==> config.mk <==
export PLATFORM = sky130hd
export DESIGN_NAME = sdram_pwrup_seq
export DESIGN_NICKNAME = d
export VERILOG_FILES = /design/src/rtl/sdram_init_pkg.sv /design/src/rtl/sdram_mode_calc.sv /design/src/rtl/sdram_dcount.sv /design/src/rtl/sdram_slot_rom.sv /design/src/rtl/sdram_pwrup_seq.sv
export SDC_FILE = /design/constraint.sdc
export NUM_CORES = 1
export LEC_CHECK = 0
export BUFFER_PORTS_ARGS = -buffer_cell sky130_fd_sc_hd__buf_4
export CORE_ASPECT_RATIO = 1.75
export CORE_MARGIN = 5
export CORE_UTILIZATION = 26
export DETAILED_ROUTE_END_ITERATION = 6
export PLACE_DENSITY = 0.54
export SLEW_MARGIN = 5
export SYNTH_ARGS = -nofsm -noshare
export SYNTH_HDL_FRONTEND = slang
export SYNTH_HIERARCHICAL = 1
export SYNTH_SLANG_ARGS = --single-unit
==> constraint.sdc <==
create_clock -name clk -period 5 [get_ports clk]
set_input_delay 0.25 -clock clk [delete_from_list [all_inputs] [get_ports clk]]
set_output_delay 0.25 -clock clk [all_outputs]
set_load 0.03 [all_outputs]
==> src/rtl/sdram_init_pkg.sv <==
package sdram_init_pkg;

    typedef enum logic [2:0] {
        CMD_NOP  = 3'd0,
        CMD_MRS  = 3'd1,
        CMD_REF  = 3'd2,
        CMD_PALL = 3'd3
    } sdram_cmd_e;

    typedef enum logic [2:0] {
        ST_IDLE,
        ST_WAIT,
        ST_ISSUE,
        ST_GAP,
        ST_RESTORE,
        ST_HOLD
    } seq_state_e;

    typedef struct packed {
        logic       ctrl_en;
        logic       refresh_dis;
        logic [7:0] mode;
        sdram_cmd_e cmd;
        logic       done;
    } seq_out_t;

    // Command carried by slot s of one pass: even slots issue, odd slots idle.
    function automatic sdram_cmd_e slot_cmd(int unsigned s, int unsigned nref);
        if ((s % 2) != 0) return CMD_NOP;
        if (s == 0)        return CMD_PALL;
        if ((s / 2) <= nref) return CMD_REF;
        return CMD_MRS;
    endfunction

    // Latency-2 decode depends on the clock-speed select.
    function automatic logic latency_is_two(logic [1:0] field, logic fast);
        return fast ? (field == 2'd0) : (field == 2'd1);
    endfunction

    function automatic logic [7:0] computed_mode(logic [1:0] field, logic fast, logic wide);
        logic [7:0] v;
        v = latency_is_two(field, fast) ? 8'h40 : 8'h60;
        if (!wide) v = v >> 1;
        return v;
    endfunction

endpackage

==> src/rtl/sdram_mode_calc.sv <==
module sdram_mode_calc
    import sdram_init_pkg::*;
(
    input  logic [1:0] cas_field,
    input  logic       fast_clk,
    input  logic       wide_bus,
    input  logic [7:0] mode_override,
    output logic [7:0] mode_byte
);
    logic [7:0] derived;

    always_comb begin
        derived   = computed_mode(cas_field, fast_clk, wide_bus);
        mode_byte = (mode_override != 8'h00) ? mode_override : derived;
    end
endmodule

==> src/rtl/sdram_dcount.sv <==
module sdram_dcount #(
    parameter int unsigned W = 8
) (
    input  logic         clk,
    input  logic         rst,
    input  logic         load,
    input  logic [W-1:0] load_val,
    output logic         zero
);
    logic [W-1:0] cnt_q;

    always_ff @(posedge clk) begin
        if (rst)                cnt_q <= '0;
        else if (load)          cnt_q <= load_val;
        else if (cnt_q != '0)   cnt_q <= cnt_q - 1'b1;
    end

    assign zero = (cnt_q == '0);
endmodule

==> src/rtl/sdram_slot_rom.sv <==
module sdram_slot_rom
    import sdram_init_pkg::*;
#(
    parameter int unsigned N_REF  = 8,
    parameter int unsigned N_SLOT = 2 * (N_REF + 2),
    parameter int unsigned SLOT_W = $clog2(N_SLOT)
) (
    input  logic [SLOT_W-1:0] slot,
    output sdram_cmd_e        code,
    output logic              last
);
    sdram_cmd_e table_q [N_SLOT];

    for (genvar g = 0; g < N_SLOT; g++) begin : g_slot
        assign table_q[g] = slot_cmd(g, N_REF);
    end

    always_comb begin
        code = CMD_NOP;
        if (int'(slot) < N_SLOT) code = table_q[slot];
    end

    assign last = (slot == SLOT_W'(N_SLOT - 1));
endmodule

==> src/rtl/sdram_pwrup_seq.sv <==
module sdram_pwrup_seq
    import sdram_init_pkg::*;
#(
    parameter int unsigned CLK_KHZ = 125000,
    parameter int unsigned WAIT_US = 200,
    parameter int unsigned GAP     = 5,
    parameter int unsigned N_REF   = 8,
    parameter int unsigned N_PASS  = 2
) (
    input  logic       clk,
    input  logic       rst,
    input  logic [1:0] cas_field,
    input  logic       fast_clk,
    input  logic       wide_bus,
    input  logic [7:0] mode_override,
    output logic [7:0] mode_byte,
    output logic [2:0] cmd,
    output logic       refresh_dis,
    output logic       ctrl_en,
    output logic       done
);
    localparam int unsigned WAIT_RAW = (CLK_KHZ * WAIT_US) / 1000;
    localparam int unsigned WAIT_CYC = (WAIT_RAW < 1) ? 1 : WAIT_RAW;
    localparam int unsigned GAP_EFF  = (GAP < 2) ? 2 : GAP;
    localparam int unsigned N_SLOT   = 2 * (N_REF + 2);
    localparam int unsigned SLOT_W   = $clog2(N_SLOT);
    localparam int unsigned PASS_W   = (N_PASS > 1) ? $clog2(N_PASS) : 1;
    localparam int unsigned WCW      = $clog2(WAIT_CYC + 1);
    localparam int unsigned GCW      = $clog2(GAP_EFF + 1);

    seq_state_e        state_q, state_d;
    logic [SLOT_W-1:0] slot_q, slot_d;
    logic [PASS_W-1:0] pass_q, pass_d;

    logic       wait_load, wait_zero;
    logic       gap_load, gap_zero;
    logic [7:0] sel_mode;
    sdram_cmd_e slot_code;
    logic       slot_last;
    logic       last_pass;
    seq_out_t   out_s;

    sdram_mode_calc u_mode (
        .cas_field     (cas_field),
        .fast_clk      (fast_clk),
        .wide_bus      (wide_bus),
        .mode_override (mode_override),
        .mode_byte     (sel_mode)
    );

    sdram_dcount #(.W(WCW)) u_wait (
        .clk      (clk),
        .rst      (rst),
        .load     (wait_load),
        .load_val (WCW'(WAIT_CYC - 1)),
        .zero     (wait_zero)
    );

    sdram_dcount #(.W(GCW)) u_gap (
        .clk      (clk),
        .rst      (rst),
        .load     (gap_load),
        .load_val (GCW'(GAP_EFF - 2)),
        .zero     (gap_zero)
    );

    sdram_slot_rom #(.N_REF(N_REF), .N_SLOT(N_SLOT), .SLOT_W(SLOT_W)) u_rom (
        .slot (slot_q),
        .code (slot_code),
        .last (slot_last)
    );

    assign last_pass = (pass_q == PASS_W'(N_PASS - 1));
    assign wait_load = (state_q == ST_IDLE) || ((state_q == ST_RESTORE) && !last_pass);
    assign gap_load  = (state_q == ST_ISSUE);

    always_comb begin
        state_d = state_q;
        slot_d  = slot_q;
        pass_d  = pass_q;
        unique case (state_q)
            ST_IDLE:    state_d = ST_WAIT;
            ST_WAIT: begin
                if (wait_zero) begin
                    state_d = ST_ISSUE;
                    slot_d  = '0;
                end
            end
            ST_ISSUE:   state_d = ST_GAP;
            ST_GAP: begin
                if (gap_zero) begin
                    if (slot_last) begin
                        state_d = ST_RESTORE;
                    end else begin
                        state_d = ST_ISSUE;
                        slot_d  = slot_q + 1'b1;
                    end
                end
            end
            ST_RESTORE: begin
                if (last_pass) begin
                    state_d = ST_HOLD;
                end else begin
                    state_d = ST_WAIT;
                    pass_d  = pass_q + 1'b1;
                end
            end
            ST_HOLD:    state_d = ST_HOLD;
            default:    state_d = ST_IDLE;
        endcase
    end

    always_ff @(posedge clk) begin
        if (rst) begin
            state_q <= ST_IDLE;
            slot_q  <= '0;
            pass_q  <= '0;
        end else begin
            state_q <= state_d;
            slot_q  <= slot_d;
            pass_q  <= pass_d;
        end
    end

    always_comb begin
        out_s = '{ctrl_en: 1'b0, refresh_dis: 1'b0, mode: 8'h00, cmd: CMD_NOP, done: 1'b0};
        unique case (state_q)
            ST_WAIT, ST_GAP: begin
                out_s.ctrl_en     = 1'b1;
                out_s.refresh_dis = 1'b1;
                out_s.mode        = sel_mode;
            end
            ST_ISSUE: begin
                out_s.ctrl_en     = 1'b1;
                out_s.refresh_dis = 1'b1;
                out_s.mode        = sel_mode;
                out_s.cmd         = slot_code;
            end
            ST_RESTORE: begin
                out_s.ctrl_en = 1'b1;
                out_s.done    = last_pass;
            end
            ST_HOLD:    out_s.ctrl_en = 1'b1;
            default: ;
        endcase
    end

    assign mode_byte   = out_s.mode;
    assign cmd         = out_s.cmd;
    assign refresh_dis = out_s.refresh_dis;
    assign ctrl_en     = out_s.ctrl_en;
    assign done        = out_s.done;

endmodule

==> flow_summary.yaml <==
run_status:
  outcome: "completed"
sta:
  setup-tns-final_ns: 0
  slew_headroom: 0.513
  crit_share_post_route: 0.465
  worst_hold_slack_ns: 0.324
  timing_hold_violations_final: 0
  final_critical_path_setup_slack_ns: 2.68
  timing.final.max_slew_violations: 0
  fin_skew_ns: 0.00273
  maxClockFrequency_ghz: 0.430
  finalCriticalPeriod_ns: 2.32
  timing.final.setup_violations: 0
  worstMarginPinSlew_ns: 0.728
  grt_setup_unrepaired: "no"
place:
  port-buffer-count: 26
  dp.final_hpwl_um: 3120
  dp_worst_setup_slack_ns: 2.67
  gpl.final_weighted_congestion: 0.806
  total_placed_cells_including_tap_cells: 334
setup_path:
  critical_path.max_stage_delay_ns: 0.55
  crit_buf_inv: 1
  critical_path.startpoint_type: "flop"
  crit_arrival_ns: 2.49
  r2r.worst_path.cells: 8
  rrSetupSlack_ns: 2.68
  cp_cell_sequence: "inv_1 -> ha_1 -> or4b_1 -> nor4_4 -> nand2b_1 -> a21boi_2 -> nor3b_1 -> a31o_1"
  slowest_stage: "sky130_fd_sc_hd__or4b_1"
  worst-endpoint-required_ns: 5.16
  critPathCaptureType: "flop"
  crit_family: "simple AND/OR/NAND/NOR gates"
  path_class: "reg2reg"
  cp_max_fo: 6
  path_depth: 8
power:
  power_report.internal_total_w: 0.000479
  power_frac_clock: 0.250
  netSwitchingPower_w: 0.000260
  total_leakage_power_nw: 0.883
  power_density_mw_per_mm2: 338
  switching_fraction_of_total_power: 0.352
  power.share.combinational: 0.367
  irDropWorstVdd_v: 0.000144
  share_seq_of_total_power: 0.383
yosys:
  cell_type_with_the_highest_aggregate_area_in_the_netlist: "sky130_fd_sc_hd__dfxtp_1"
  synth.cell_area_sq_mm: 0.00185
  synth_async_sr_flop_share: 0
  synth.yosys.warnings: 6
  yosys_register_bits: 27
  synthTopCellsByArea: "sky130_fd_sc_hd__dfxtp_1, sky130_fd_sc_hd__o21ai_2, sky130_fd_sc_hd__nand2_1"
  netlist-cell-type-count: 56
  synthesis.area_per_instance_sq_um: 8.33
  ys_dominant_reg_cell: "sky130_fd_sc_hd__dfxtp_1"
  synth_top_area_frac: 0.292
  syn-instance-count: 222
  synth_enable_flop_cells: 0
  ys_seq_area_frac: 0.292
finish:
  final_common_cell: "sky130_fd_sc_hd__dfxtp_1"
  layout.nets: 273
  layout-area-overhead-vs-synth_pct: 18.2
  antenna_cells_inserted: 0
  post_route_cells_drive_above_1_share: 0.205
  fillCellCount: 766
  final_cell_mix: "sky130_fd_sc_hd__dfxtp_1, sky130_fd_sc_hd__buf_4, sky130_fd_sc_hd__nand2_1, sky130_fd_sc_hd__conb_1, sky130_fd_sc_hd__nor3_1"
  stdcell_count: 338
  fin_util: 0.316
die:
  initial_core_util: 0.268
  num_io_pins: 28
  num_rows: 40
  design.core.area_sq_mm: 0.00691
  die_height_um: 122
  fp.dieArea_sq_mm: 0.00897
  die_w_um: 73.8
drt:
  avgRoutedWirePerCell_um: 11.8
  drtAntennaViolNets: 0
  drt_iter0_drc: 57
  wl_um: 3980
  detail_route.vias_per_cell: 4.75
  drc_errors: 0
  detailroute.via_count: 1604
  drt_pass_1_iters: 4
hold_path:
  hold-path-cell-count: 2
  hold_class: "in2reg"
cts:
  clk_latency_ns: 0.26
  clock_tree.buffer_depth: 2
  clock_sinks: 27
  tritoncts.num_buffers: 3
  cts_max_level: 1
  postCtsResizedCells: 0
  postCtsSetupBuffers: 0
  worst_setup_hold_path_clk_slew_ns: 0.07
  cts_root_buffer: "sky130_fd_sc_hd__clkbuf_16"
  cts_tree: "done"
  postCtsHoldBufs: 0
global_routing:
  total_grt_overflow: 0
  number_of_global_route_vias_before_repair: 1591
  grt_start_max_net_pins: 23
  grt_first_pass_wirelength_um: 6840
  grt_util_all_layers: 0.0949
  number_of_antenna_violations_at_the_first_check_in_global_routing: 0
run:
  timing.max_cap.violations: 0
[layout make-up]
cell class | instances | area [sq um] | share of cell area
Clock buffer | 4 | 78.8 | 0.0361
Timing Repair Buffer | 26 | 195 | 0.0893
Inverter | 10 | 37.5 | 0.0172
Multi-Input combinational cell | 187 | 1230 | 0.562
Tap cell | 84 | 105 | 0.0481
Sequential cell | 27 | 541 | 0.247
[worst paths after layout]
check / start / to
setup reg to reg: u_wait/cnt_q[0] / slot_q[1]
hold reg to reg: last_pass / last_pass
setup / recovery: u_wait/cnt_q[0] / slot_q[1]
hold / removal: rst / u_gap/cnt_q[2]
[cells by family (layout without fill, tap and decap cells)]
kind of cell / after synthesis / in the layout / synth area share
fa+ha+maj: 4 / 4 / 0.0271
xor+xnor: 14 / 14 / 0.0663
buf+inv: 24 / 40 / 0.0758
compound gates: 44 / 44 / 0.180
other cells: 3 / 19 / 0.00609
mux: 1 / 1 / 0.00541
flops: 27 / 27 / 0.292
simple gates: 105 / 105 / 0.347
[state kept, by name (all words and copies together), names as in the netlist]
register / flops
state_q: 3
u_wait/cnt_q: 15
slot_q: 5
u_gap/cnt_q: 3
last_pass: 1
[per-stage QoR]
stage	power, W	instance area, sq um
after floorplan	0.000509	1910
after global placement	0.000560	2110
after detailed placement	0.000563	2110
after CTS	0.000751	2190
after global routing	0.000794	2190
final	0.000740	2190
[Yosys cell counts (2+ instances only)]
| master | n |
|---|---|
| sky130_fd_sc_hd__nor2_1 | 9 |
| sky130_fd_sc_hd__nor4b_1 | 3 |
| sky130_fd_sc_hd__nor3b_1 | 2 |
| sky130_fd_sc_hd__nand3_1 | 5 |
| sky130_fd_sc_hd__nand2b_1 | 4 |
| sky130_fd_sc_hd__ha_1 | 4 |
| sky130_fd_sc_hd__and2_1 | 12 |
| sky130_fd_sc_hd__a311oi_2 | 2 |
| sky130_fd_sc_hd__or4_1 | 3 |
| sky130_fd_sc_hd__a21oi_1 | 9 |
| sky130_fd_sc_hd__buf_4 | 3 |
| sky130_fd_sc_hd__nor2b_1 | 6 |
| sky130_fd_sc_hd__or4_4 | 2 |
| sky130_fd_sc_hd__clkbuf_1 | 6 |
| sky130_fd_sc_hd__a2111oi_1 | 2 |
| sky130_fd_sc_hd__nor4_1 | 5 |
| sky130_fd_sc_hd__nor3_1 | 14 |
| sky130_fd_sc_hd__xor2_1 | 5 |
| sky130_fd_sc_hd__o21ai_1 | 5 |
| sky130_fd_sc_hd__conb_1 | 3 |
| sky130_fd_sc_hd__nand3b_1 | 2 |
| sky130_fd_sc_hd__inv_1 | 10 |
| sky130_fd_sc_hd__a21o_1 | 5 |
| sky130_fd_sc_hd__buf_6 | 2 |
| sky130_fd_sc_hd__dfxtp_1 | 27 |
| sky130_fd_sc_hd__o21ai_0 | 2 |
| sky130_fd_sc_hd__xnor2_1 | 9 |
| sky130_fd_sc_hd__nand2_1 | 23 |
| sky130_fd_sc_hd__o21ai_2 | 10 |
| sky130_fd_sc_hd__nor4_2 | 2 |
[power groups by stage]
| stage | combinational [W] | sequential (W) | clock (W) |
|---|---|---|---|
| 5_1_grt | 0.000305 | 0.000290 | 0.000199 |
| 3_3_place_gp | 0.000271 | 0.000288 | 0 |
| 2_1_floorplan | 0.000232 | 0.000276 | 0 |
| 4_1_cts | 0.000276 | 0.000284 | 0.000191 |
| 3_5_place_dp | 0.000275 | 0.000288 | 0 |
| 6_report | 0.000271 | 0.000283 | 0.000185 |
[per-layer routing]
layer  track usage  share of wire
met1        0.0953           0.38
met5             0              0
met3        0.0182          0.042
met2         0.179           0.55
met4        0.0442          0.029
Power figures use the tool's default switching activity.
